<file path="src/rtl/mw_pkg.sv">
package mw_pkg;
  localparam int WADDR_W = 8;
  localparam int WORD_W  = 16;
  localparam int FRAME_W = 13;

  typedef enum logic [3:0] {
    X_IDLE, X_DESEL, X_SEL, X_CLO, X_CHI, X_GAP, X_DHI, X_DLO, X_END
  } xfer_st_e;

  typedef enum logic [2:0] {
    T_DET_GO, T_DET_WAIT, T_SCAN_GO, T_SCAN_WAIT, T_READY, T_HOST_WAIT
  } top_st_e;

  // start bit plus read opcode, then the word address, zero padded in front
  function automatic logic [FRAME_W-1:0] mk_frame(input logic [WADDR_W-1:0] a,
                                                  input logic wide);
    mk_frame = wide ? {2'b00, 3'b110, a} : {4'b0000, 3'b110, a[5:0]};
  endfunction
endpackage

</file>
<file path="src/rtl/mw_halfstep.sv">
module mw_halfstep #(
  parameter int HALF_DIV = 200
) (
  input  logic clk,
  input  logic rst_n,
  input  logic clr,
  output logic tick
);
  localparam int CW = (HALF_DIV > 1) ? $clog2(HALF_DIV) : 1;

  logic [CW-1:0] cnt_q, cnt_d;

  assign tick = !clr && (cnt_q == CW'(HALF_DIV - 1));

  always_comb begin
    if (clr || tick) cnt_d = '0;
    else             cnt_d = cnt_q + 1'b1;
  end

  always_ff @(posedge clk or negedge rst_n) begin
    if (!rst_n) cnt_q <= '0;
    else        cnt_q <= cnt_d;
  end

  generate
    if (HALF_DIV > 1) begin : g_gap
      // two step boundaries never fall in adjacent cycles
      p_tick_gap_r5: assert property (@(posedge clk) disable iff (!rst_n)
        tick |=> !tick);
    end
  endgenerate
endmodule

</file>
<file path="src/rtl/mw_word_xfer.sv">
module mw_word_xfer
  import mw_pkg::*;
#(
  parameter int HALF_DIV = 200
) (
  input  logic               clk,
  input  logic               rst_n,
  input  logic               start,
  input  logic [WADDR_W-1:0] addr,
  input  logic               wide,
  input  logic               ee_do,
  output logic               ee_cs,
  output logic               ee_sk,
  output logic               ee_di,
  output logic               done,
  output logic [WORD_W-1:0]  word
);
  xfer_st_e            st_q, st_d;
  logic [FRAME_W-1:0]  fr_q, fr_d;
  logic [3:0]          bn_q, bn_d;
  logic [WORD_W-1:0]   sh_q, sh_d;
  logic                done_q, done_d;
  logic                tick;

  mw_halfstep #(.HALF_DIV(HALF_DIV)) i_step (
    .clk(clk), .rst_n(rst_n), .clr(st_q == X_IDLE), .tick(tick)
  );

  assign ee_cs = !(st_q inside {X_IDLE, X_DESEL, X_END});
  assign ee_sk = (st_q == X_CHI) || (st_q == X_DHI);
  assign ee_di = ((st_q == X_CLO) || (st_q == X_CHI)) && fr_q[bn_q];
  assign done  = done_q;
  assign word  = sh_q;

  always_comb begin
    st_d   = st_q;
    fr_d   = fr_q;
    bn_d   = bn_q;
    sh_d   = sh_q;
    done_d = 1'b0;
    case (st_q)
      X_IDLE:  if (start) begin fr_d = mk_frame(addr, wide); st_d = X_DESEL; end
      X_DESEL: if (tick) st_d = X_SEL;
      X_SEL:   if (tick) begin bn_d = 4'(FRAME_W - 1); st_d = X_CLO; end
      X_CLO:   if (tick) st_d = X_CHI;
      X_CHI:   if (tick) begin
                 if (bn_q == 4'd0) st_d = X_GAP;
                 else begin bn_d = bn_q - 1'b1; st_d = X_CLO; end
               end
      X_GAP:   if (tick) begin bn_d = 4'(WORD_W - 1); st_d = X_DHI; end
      X_DHI:   if (tick) begin sh_d = {sh_q[WORD_W-2:0], ee_do}; st_d = X_DLO; end
      X_DLO:   if (tick) begin
                 if (bn_q == 4'd0) st_d = X_END;
                 else begin bn_d = bn_q - 1'b1; st_d = X_DHI; end
               end
      X_END:   if (tick) begin st_d = X_IDLE; done_d = 1'b1; end
      default: st_d = X_IDLE;
    endcase
  end

  always_ff @(posedge clk or negedge rst_n) begin
    if (!rst_n) begin
      st_q   <= X_IDLE;
      fr_q   <= '0;
      bn_q   <= '0;
      sh_q   <= '0;
      done_q <= 1'b0;
    end else begin
      st_q   <= st_d;
      fr_q   <= fr_d;
      bn_q   <= bn_d;
      sh_q   <= sh_d;
      done_q <= done_d;
    end
  end

  p_sk_needs_cs_r1: assert property (@(posedge clk) disable iff (!rst_n)
    !ee_cs |-> !ee_sk);
  p_cs_rise_quiet_r1: assert property (@(posedge clk) disable iff (!rst_n)
    $rose(ee_cs) |-> (!ee_sk && !ee_di));
  p_di_hold_r3: assert property (@(posedge clk) disable iff (!rst_n)
    (ee_sk && $past(ee_sk)) |-> $stable(ee_di));
endmodule

</file>
<file path="src/rtl/mw_eeprom_reader.sv">
module mw_eeprom_reader
  import mw_pkg::*;
#(
  parameter int          HALF_DIV  = 200,
  parameter int          NUM_WORDS = 64,
  parameter int          ID_WORDS  = 3,
  parameter logic [15:0] SIGNATURE = 16'hBABA
) (
  input  logic        clk,
  input  logic        rst_n,
  output logic        ee_cs,
  output logic        ee_sk,
  output logic        ee_di,
  input  logic        ee_do,
  input  logic        host_req,
  input  logic [7:0]  host_addr,
  output logic        host_valid,
  output logic [15:0] host_data,
  output logic        boot_done,
  output logic        csum_ok,
  output logic [47:0] station_addr
);
  localparam int IX_W = $clog2(NUM_WORDS);
  localparam int ID_W = (ID_WORDS > 1) ? $clog2(ID_WORDS) : 1;
  localparam int ST_W = WORD_W * ID_WORDS;

  top_st_e                          st_q, st_d;
  logic                             wide_q, wide_d;
  logic [IX_W-1:0]                  ix_q, ix_d;
  logic [WORD_W-1:0]                sum_q, sum_d, sum_nx;
  logic [ID_WORDS-1:0][WORD_W-1:0]  idw_q, idw_d;
  logic                             bd_q, bd_d, ok_q, ok_d, hv_q, hv_d;
  logic [WORD_W-1:0]                hd_q, hd_d;
  logic [ST_W-1:0]                  stn_q, stn_d;

  logic               x_start, x_wide, x_done;
  logic [WADDR_W-1:0] x_addr;
  logic [WORD_W-1:0]  x_word;

  mw_word_xfer #(.HALF_DIV(HALF_DIV)) i_xfer (
    .clk(clk), .rst_n(rst_n), .start(x_start), .addr(x_addr), .wide(x_wide),
    .ee_do(ee_do), .ee_cs(ee_cs), .ee_sk(ee_sk), .ee_di(ee_di),
    .done(x_done), .word(x_word)
  );

  assign sum_nx = sum_q + x_word;

  always_comb begin
    st_d = st_q; wide_d = wide_q; ix_d = ix_q; sum_d = sum_q; idw_d = idw_q;
    bd_d = bd_q; ok_d = ok_q; stn_d = stn_q; hv_d = 1'b0; hd_d = hd_q;
    x_start = 1'b0; x_addr = '0; x_wide = wide_q;
    case (st_q)
      T_DET_GO: begin x_start = 1'b1; x_wide = 1'b0; st_d = T_DET_WAIT; end
      T_DET_WAIT: if (x_done) begin
        wide_d = (x_word == 16'hFFFF);
        st_d   = T_SCAN_GO;
      end
      T_SCAN_GO: begin
        x_start = 1'b1; x_addr = WADDR_W'(ix_q); st_d = T_SCAN_WAIT;
      end
      T_SCAN_WAIT: if (x_done) begin
        sum_d = sum_nx;
        if (ix_q < IX_W'(ID_WORDS)) idw_d[ID_W'(ix_q)] = x_word;
        if (ix_q == IX_W'(NUM_WORDS - 1)) begin
          bd_d  = 1'b1;
          ok_d  = (sum_nx == SIGNATURE);
          stn_d = (sum_nx == SIGNATURE) ? idw_d : '0;
          st_d  = T_READY;
        end else begin
          ix_d = ix_q + 1'b1;
          st_d = T_SCAN_GO;
        end
      end
      T_READY: if (host_req) begin
        x_start = 1'b1;
        x_addr  = wide_q ? host_addr : {2'b00, host_addr[5:0]};
        st_d    = T_HOST_WAIT;
      end
      T_HOST_WAIT: if (x_done) begin hv_d = 1'b1; hd_d = x_word; st_d = T_READY; end
      default: st_d = T_DET_GO;
    endcase
  end

  always_ff @(posedge clk or negedge rst_n) begin
    if (!rst_n) begin
      st_q <= T_DET_GO; wide_q <= 1'b0; ix_q <= '0; sum_q <= '0; idw_q <= '0;
      bd_q <= 1'b0; ok_q <= 1'b0; stn_q <= '0; hv_q <= 1'b0; hd_q <= '0;
    end else begin
      st_q <= st_d; wide_q <= wide_d; ix_q <= ix_d; sum_q <= sum_d; idw_q <= idw_d;
      bd_q <= bd_d; ok_q <= ok_d; stn_q <= stn_d; hv_q <= hv_d; hd_q <= hd_d;
    end
  end

  assign boot_done    = bd_q;
  assign csum_ok      = ok_q;
  assign station_addr = 48'(stn_q);
  assign host_valid   = hv_q;
  assign host_data    = hd_q;

  p_valid_after_boot_r11: assert property (@(posedge clk) disable iff (!rst_n)
    host_valid |-> boot_done);
  p_done_sticky_r9: assert property (@(posedge clk) disable iff (!rst_n)
    $past(boot_done) |-> boot_done);
  p_addr_zero_bad_r8: assert property (@(posedge clk) disable iff (!rst_n)
    !csum_ok |-> (station_addr == 48'h0));
  p_valid_pulse_r10: assert property (@(posedge clk) disable iff (!rst_n)
    host_valid |=> !host_valid);
endmodule

</file>
<file path="config.mk">
export PLATFORM = sky130hd
export DESIGN_NAME = mw_eeprom_reader
export DESIGN_NICKNAME = d
export VERILOG_FILES = /design/src/rtl/mw_pkg.sv /design/src/rtl/mw_halfstep.sv /design/src/rtl/mw_word_xfer.sv /design/src/rtl/mw_eeprom_reader.sv
export SDC_FILE = /design/constraint.sdc
export NUM_CORES = 1
export LEC_CHECK = 0
export BUFFER_PORTS_ARGS = -buffer_cell sky130_fd_sc_hd__clkbuf_2
export CAP_MARGIN = 0
export CORE_MARGIN = 3
export CORE_UTILIZATION = 45
export CTS_CLUSTER_DIAMETER = 150
export CTS_CLUSTER_SIZE = 14
export DETAILED_ROUTE_END_ITERATION = 10
export PLACE_DENSITY = 0.6
export SLEW_MARGIN = 20
export SYNTH_ARGS = -nofsm -noshare
export SYNTH_HDL_FRONTEND = slang
export SYNTH_SLANG_ARGS = --single-unit
</file>
<file path="constraint.sdc">
create_clock -name clk -period 3.65 [get_ports clk]
set_input_delay 0.73 -clock clk [delete_from_list [all_inputs] [get_ports clk]]
set_output_delay 0.73 -clock clk [all_outputs]
set_load 0.1 [all_outputs]
</file>
==> results.py, run 1 <==
metrics = {
    "run_status": {
        "status": "finished, final reports clean",
    },
    "logic_synthesis": {
        "synth_flop_cell": "dfrtp_1",
        "synth_common_cells": "dfrtp_1, nand2_1, mux2_2, o21ai_0, mux2i_1",
        "syn-num-nets": 858,
        "synth_fa_ha_area_share_pct": 3.30,
        "synth_edf_count": 0,
        "synth_most_common_cell": "dfrtp_1",
        "synth_top_family_by_area": "multiplexers",
        "synthCells": 824,
        "synth_largest_area_cell": "dfrtp_1",
        "ys_ff_latch": 184,
        "yosysTopAreaCellShare_pct": 51.8,
        "synth_area_um2": 8880,
        "synthArstFlopShare_pct": 100,
        "synth_mux_area_share_pct": 16.2,
        "yosysSeqAreaShare_pct": 51.8,
        "avgSynthCellArea_um2": 10.8,
        "synth-simple-area-share_pct": 12.7,
        "synth.area.top_cells": "dfrtp_1, mux2_2, mux2i_1, nand2_1, o21ai_0",
        "yosysWarnings": 0,
        "synth_cell_type_count": 64,
        "synthXorXnorAreaFrac_pct": 2.52,
        "synth_compound_area_share_pct": 10.3,
    },
    "setup_path": {
        "cp_max_fo": 49,
        "path_cells": "ha_1, inv_1, fa_1, nor2b_1, o221a_1, o21ai_2, and3_1, or4b_1, nor4_1, nand4b_1, buf_12, o21ai_0",
        "cp-end-kind": "register",
        "cp.required_ns": 3.99,
        "worstPathArrival_ns": 3.63,
        "cp_num_buf_inv": 2,
        "worstSetupPathType": "reg2reg",
        "slowest_stage": "or4b_1",
        "critPathMaxStageDelay_ns": 0.51,
        "start_kind": "register",
        "cp_top_family": "simple AND/OR/NAND/NOR gates",
    },
    "pwr": {
        "p_seq_share_pct": 50.5,
        "vdd_drop_max_mv": 0.298,
        "p_switching_mw": 0.929,
        "swShare_pct": 23.0,
        "power.leakage_nw": 5.06,
        "p_int_mw": 3.10,
        "p_clk_share_pct": 48.1,
        "power_density_nw_per_um2": 394,
        "comb_power_share_pct": 1.3,
    },
    "cells_and_area": {
        "multi_input_area_um2": 4020,
        "register_area_um2": 4600,
        "stdcell_count": 1166,
        "final_nets": 927,
        "utilization_pct": 53.8,
        "layout-drive-gt1-share_pct": 25.9,
        "insertedDiodeCount": 0,
        "num-fill-cells": 1692,
        "area_delta_synth_final_pct": 15.1,
    },
    "floorplan": {
        "coreArea_um2": 19000,
        "io_pins": 82,
        "core.rowCount": 50,
        "die_area_um2": 21500,
        "start_util_pct": 46.7,
        "die_w_um": 147,
        "die_h_um": 147,
    },
    "sta": {
        "period_minus_slack_ns": 3.29,
        "final_max_slew_viol_count": 0,
        "period_share_pct": 90.2,
        "hold-worst-slack_ns": 0.300,
        "rsz0062_at_grt": "false",
        "hold_violations": 0,
        "setup_ws_ns": 0.356,
        "fmax_ghz": 0.304,
        "skew_ns": 0.0130,
        "slew_headroom_pct": 36.6,
        "tightest_slew_ns": 0.948,
        "finalSetupViolations": 0,
        "fin_setup_tns_ns": 0,
    },
    "detailed_routing": {
        "drc": 0,
        "wl_per_cell_um": 17.6,
        "vias_per_cell": 5.44,
        "dr.pass1.iters": 5,
        "drt_iter0_drc": 373,
        "ant_nets": 0,
        "wl_um": 20500,
        "vias": 6344,
    },
    "clock_tree": {
        "cts.sinks": 184,
        "cts_inserted_buffers": 17,
        "clk_pin_slew_worst_paths_ns": 0.07,
        "cts_root_buffer": "clkbuf_16",
        "clk_latency_ns": 0.43,
        "tritoncts": "built",
        "post_cts_buffers": 0,
        "clk_path_buf_depth": 2,
        "htreeDepth": 4,
        "holdBufCountCts": 0,
    },
    "place": {
        "gp_congestion": 0.868,
        "post-place-ws_ns": 0.326,
        "dp_hpwl_um": 14200,
        "portBuffers": 81,
        "dpl.cell_count": 1134,
    },
    "grt": {
        "grt_pass1_wl_um": 33600,
        "grt_max_degree": 78,
        "antenna_found_initial": 0,
        "first_global_vias": 6478,
        "grt_overflow": 0,
        "grt_use_total_pct": 19.4,
    },
    "job": {
        "maxCapViolations": 0,
    },
    "min_path": {
        "hp-class": "in2async",
    },
}
==> placed cells by master, fill, tap and decap left out, drive strengths merged, types with 3 or more instances in the layout <==
| master | netlist | routed |
|---|---|---|
| a22oi | 5 | 5 |
| nor3 | 11 | 11 |
| ha | 21 | 21 |
| mux2i | 49 | 49 |
| clkbuf | 32 | 97 |
| nand2b | 14 | 14 |
| nor4 | 4 | 4 |
| o2111ai | 3 | 3 |
| xnor2 | 11 | 11 |
| clkinv | 1 | 6 |
| a21o | 5 | 5 |
| and3 | 7 | 7 |
| nand4 | 14 | 14 |
| o31ai | 4 | 4 |
| nand3 | 16 | 16 |
| nand2 | 107 | 107 |
| mux2 | 80 | 80 |
| a31oi | 3 | 3 |
| xor2 | 12 | 12 |
| nor2b | 6 | 6 |
| inv | 17 | 25 |
| nand4b | 3 | 3 |
| a21oi | 27 | 27 |
| buf | 19 | 21 |
| nand3b | 3 | 3 |
| dfrtp | 184 | 184 |
| and2 | 3 | 3 |
| nor2 | 46 | 46 |
| o21ai | 85 | 85 |
==> metrics by stage <==
| step | instance area, µm² | power, mW |
|---|---|---|
| 3_3_place_gp | 9580 | 2.13 |
| 3_5_place_dp | 9580 | 2.14 |
| 5_1_grt | 10200 | 4.17 |
| 2_1_floorplan | 8890 | 2.08 |
| 4_1_cts | 10200 | 4.09 |
| 6_report | 10200 | 4.03 |
==> registers in the layout (all words and copies together) (netlist names) <==
register / flops
boot_done: 1
csum_ok: 1
host_data: 16
host_valid: 1
i_xfer.bn_q: 4
i_xfer.done: 1
i_xfer.fr_q: 10
i_xfer.i_step.cnt_q: 8
i_xfer.st_q: 4
i_xfer.word: 16
idw_q: 48
ix_q: 6
st_q: 3
station_addr: 48
sum_q: 16
wide_q: 1
==> repair_timing <==
action / in CTS / in global routing
endpoints found under the setup margin: 0 / 2
gates resized for setup: 0 / 1
hold endpoints to repair: 0 / 0
==> power by group through the flow <==
stage / Clock, mW / Sequential (mW) / Combinational, mW
2_1_floorplan: 0 / 2.08 / 0.00269
3_3_place_gp: 0 / 2.08 / 0.0553
3_5_place_dp: 0 / 2.08 / 0.0573
4_1_cts: 1.99 / 2.04 / 0.0574
5_1_grt: 2.07 / 2.04 / 0.0635
6_report: 1.94 / 2.04 / 0.0535
==> cell type report <==
| cell class | instances | share of cell area, % |
|---|---|---|
| multi-input cells | 571 | 39.3 |
| flip-flops and latches | 184 | 45.0 |
| well taps | 260 | 3.18 |
| clock inverters | 15 | 2.02 |
| repair buffers | 101 | 5.62 |
| clock buffers | 17 | 4.16 |
| inverters | 18 | 0.661 |
==> cells by family (layout without fill, tap and decap cells) <==
family,Yosys count,count (layout)
flops,184,184
compound gates,151,151
xor+xnor,24,24
buf+inv,69,151
mux,131,131
fa+ha+maj,23,23
simple gates,242,242
==> metal layers <==
layer  wire length [µm]  vias up  global-route usage (%)
li1                   -     3038                       -
met1               9400     3190                    25.3
met2              10400      105                    34.0
met3                646       11                    3.79
met4                138        0                    4.05
met5                  0        -                       0
==> path summary, 6_finish.rpt <==
| kind | slack (ns) | startpoint | end | cells past startpoint |
|---|---|---|---|---|
| worst max-delay path | 0.36 | i_xfer.word[0] | station_addr[16] | 12 |
| min in group clk | 0.46 | i_xfer.i_step.cnt_q[0] | i_xfer.i_step.cnt_q[0] | 1 |
| worst max register to register | 0.36 | i_xfer.word[0] | station_addr[16] | 12 |
| max in group asynchronous | 2.39 | rst_n | station_addr[34] | 2 |
| worst min-delay path | 0.30 | rst_n | i_xfer.st_q[1] | 1 |
| worst min register to register | 0.46 | i_xfer.i_step.cnt_q[0] | i_xfer.i_step.cnt_q[0] | 1 |
Note: power is estimated with default switching activity, not from simulation.
==> run 2: changes to the inputs <==
--- a/config.mk
+++ b/config.mk
@@ -5,9 +5,10 @@
 export SDC_FILE = /design/constraint.sdc
 export NUM_CORES = 1
 export LEC_CHECK = 0
+export ABC_AREA = 1
 export BUFFER_PORTS_ARGS = -buffer_cell sky130_fd_sc_hd__clkbuf_2
 export CAP_MARGIN = 0
-export CORE_MARGIN = 3
+export CORE_MARGIN = 2
 export CORE_UTILIZATION = 45
 export CTS_CLUSTER_DIAMETER = 150
 export CTS_CLUSTER_SIZE = 14
==> results.py, run 2 <==
metrics = {
    "pwr": {
        "swShare_pct": 22.7,
        "p_seq_share_pct": 50.2,
        "p_switching_mw": 0.921,
        "vdd_drop_max_mv": 0.304,
        "p_int_mw": 3.14,
        "power_density_nw_per_um2": 383,
        "power.leakage_nw": 5.41,
        "p_clk_share_pct": 48.5,
        "comb_power_share_pct": 1.4,
    },
    "cells_and_area": {
        "layout-drive-gt1-share_pct": 11.3,
        "register_area_um2": 4600,
        "final_nets": 1321,
        "area_delta_synth_final_pct": 14.4,
        "num-fill-cells": 1990,
        "utilization_pct": 52.5,
        "insertedDiodeCount": 0,
        "multi_input_area_um2": 3850,
        "layout_common_cells": "nand2_1, dfrtp_1, o21ai_0, inv_1, nand3_1",
        "final_common_cell": "nand2_1",
        "stdcell_count": 1570,
    },
    "logic_synthesis": {
        "yosysWarnings": 0,
        "synthArstFlopShare_pct": 100,
        "synth_common_cells": "nand2_1, dfrtp_1, inv_1, o21ai_0, nand3_1",
        "synth_largest_area_cell": "dfrtp_1",
        "yosysTopAreaCellShare_pct": 49.6,
        "synth_edf_count": 0,
        "syn-num-nets": 1247,
        "synth_area_um2": 9280,
        "synthXorXnorAreaFrac_pct": 0.849,
        "synth_flop_cell": "dfrtp_1",
        "synth_fa_ha_area_share_pct": 3.05,
        "synth_mux_area_share_pct": 0,
        "synth_cell_type_count": 37,
        "synth-simple-area-share_pct": 26.4,
        "synth.area.top_cells": "dfrtp_1, nand2_1, o21ai_0, inv_1, nand3_1",
        "synth_most_common_cell": "nand2_1",
        "synth_top_family_by_area": "simple AND/OR/NAND/NOR gates",
        "yosysSeqAreaShare_pct": 49.6,
        "synth_compound_area_share_pct": 11.1,
        "synthCells": 1213,
        "avgSynthCellArea_um2": 7.65,
        "ys_ff_latch": 184,
    },
    "sta": {
        "slew_headroom_pct": 48.4,
        "rsz0062_at_grt": "false",
        "period_minus_slack_ns": 3.00,
        "hold_violations": 0,
        "final_max_slew_viol_count": 0,
        "finalSetupViolations": 0,
        "tightest_slew_ns": 0.773,
        "fmax_ghz": 0.334,
        "skew_ns": 0.0129,
        "hold-worst-slack_ns": 0.224,
        "fin_setup_tns_ns": 0,
        "period_share_pct": 82.1,
    },
    "clock_tree": {
        "clk_latency_ns": 0.45,
        "post_cts_buffers": 0,
        "tritoncts": "built",
        "holdBufCountCts": 0,
        "clk_path_buf_depth": 2,
        "htreeDepth": 4,
        "cts-resized-gates": 0,
        "cts_inserted_buffers": 17,
        "cts_root_buffer": "clkbuf_16",
        "cts.sinks": 184,
        "clk_pin_slew_worst_paths_ns": 0.07,
    },
    "grt": {
        "grt_pass1_wl_um": 38800,
        "grt_overflow": 0,
        "antenna_found_initial": 0,
        "grt_max_degree": 103,
        "first_global_vias": 7407,
        "grt_use_total_pct": 22.7,
    },
    "setup_path": {
        "cp.required_ns": 4.03,
        "path_cells": "inv_1, fa_1, inv_1, nand2_1, nand2_1, nand3_1, nand3_1, nand3_1, nor2_1, nand2_1, nor2_4, buf_4, buf_4, nand3_1, nand2_1",
        "start_kind": "register",
        "critPathMaxStageDelay_ns": 0.47,
        "cp_max_fo": 34,
        "cp_num_buf_inv": 4,
        "worstPathArrival_ns": 3.37,
        "cp-end-kind": "register",
        "worstSetupPathType": "reg2reg",
        "cp_top_family": "simple AND/OR/NAND/NOR gates",
        "slowest_stage": "dfrtp_1",
    },
    "floorplan": {
        "core.rowCount": 52,
        "io_pins": 82,
        "start_util_pct": 45.9,
        "die_h_um": 148,
        "coreArea_um2": 20200,
        "die_area_um2": 21800,
        "die_w_um": 148,
    },
    "detailed_routing": {
        "drt_iter0_drc": 555,
        "wl_um": 23800,
        "ant_nets": 0,
        "vias": 8007,
        "wl_per_cell_um": 15.1,
        "vias_per_cell": 5.10,
        "dr.pass1.iters": 6,
        "drc": 0,
    },
    "job": {
        "maxCapViolations": 0,
    },
    "min_path": {
        "hp-class": "in2async",
    },
    "place": {
        "gp_congestion": 0.920,
        "portBuffers": 81,
        "dpl.cell_count": 1538,
        "dp_hpwl_um": 16600,
    },
    "run_status": {
        "status": "finished, final reports clean",
    },
}
run 2: cell types whose count changed in the layout (fill, tap and decap cells not counted), sizes merged, moves of 8 or more:
cell and delta:
nand3 +79, xnor2 -8, nand2 +293, mux2 -80
nand2b -14, mux2i -49, nor2 +15, o21ai +73
a21oi -11, inv +141
run 2: final cells by class:
class                      count  share of cell area [%]
sequential                   184                    43.4
clock buffer                  17                    4.01
tap                          270                    3.18
multi-input combinational    820                    36.3
inverter                     162                    5.73
clock inverter                15                    1.81
timing repair buffer         102                    5.60
run 2: metrics by stage:
step                power (mW)  worst slack (ns)  instance area, µm²
finish                    4.06             0.654               10600
global route              4.19             0.433               10600
CTS                       4.10             0.639               10600
detailed placement        2.14             0.698               10000
global placement          2.14             0.745               10000
floorplan                 2.08             0.562                9280
run 2: power by group through the flow:
stage          sequential, mW  clock [mW]  combinational [mW]
2_1_floorplan            2.08           0             0.00299
3_3_place_gp             2.08           0              0.0597
3_5_place_dp             2.08           0              0.0596
4_1_cts                  2.04        2.01              0.0597
5_1_grt                  2.04        2.08              0.0657
6_report                 2.04        1.97              0.0558
run 2: worst reg2reg max path: stages (launching register included):
cell,delay [ns]
dfrtp_1,0.47
inv_1,0.16
fa_1,0.44
inv_1,0.15
nand2_1,0.07
nand2_1,0.09
nand3_1,0.12
nand3_1,0.15
nand3_1,0.11
nor2_1,0.12
nand2_1,0.10
nor2_4,0.08
buf_4,0.36
buf_4,0.32
nand3_1,0.11
nand2_1,0.09
run 2: final timing paths:
kind,end,slack [ns],depth (start not counted),from
worst max-delay path,station_addr[16],0.65,15,i_xfer.word[1]
worst min-delay path,i_xfer.st_q[1],0.22,1,rst_n
worst max register to register,station_addr[16],0.65,15,i_xfer.word[1]
worst min register to register,i_xfer.i_step.cnt_q[0],0.47,1,i_xfer.i_step.cnt_q[0]
max in group asynchronous,station_addr[25],2.56,2,rst_n
min in group clk,i_xfer.i_step.cnt_q[0],0.47,1,i_xfer.i_step.cnt_q[0]
run 2: metal layers:
metal	GRT usage, %	share of wire (%)	vias to the layer above	routed length (µm)
met5	0	0	-	0
met2	35.6	46	186	10900
met1	32.5	48	3783	11500
met3	4.07	4.3	28	1020
li1	-	-	4010	-
met4	6.30	1.3	0	319
run 2: cell families after synthesis:
kind of cell / count (synthesis)
adder cells (fa/ha/maj): 22
XOR/XNOR: 9
flip-flops: 184
buffers and inverters: 209
AO/OA/AOI/OAI: 195
AND/OR/NAND/NOR: 594
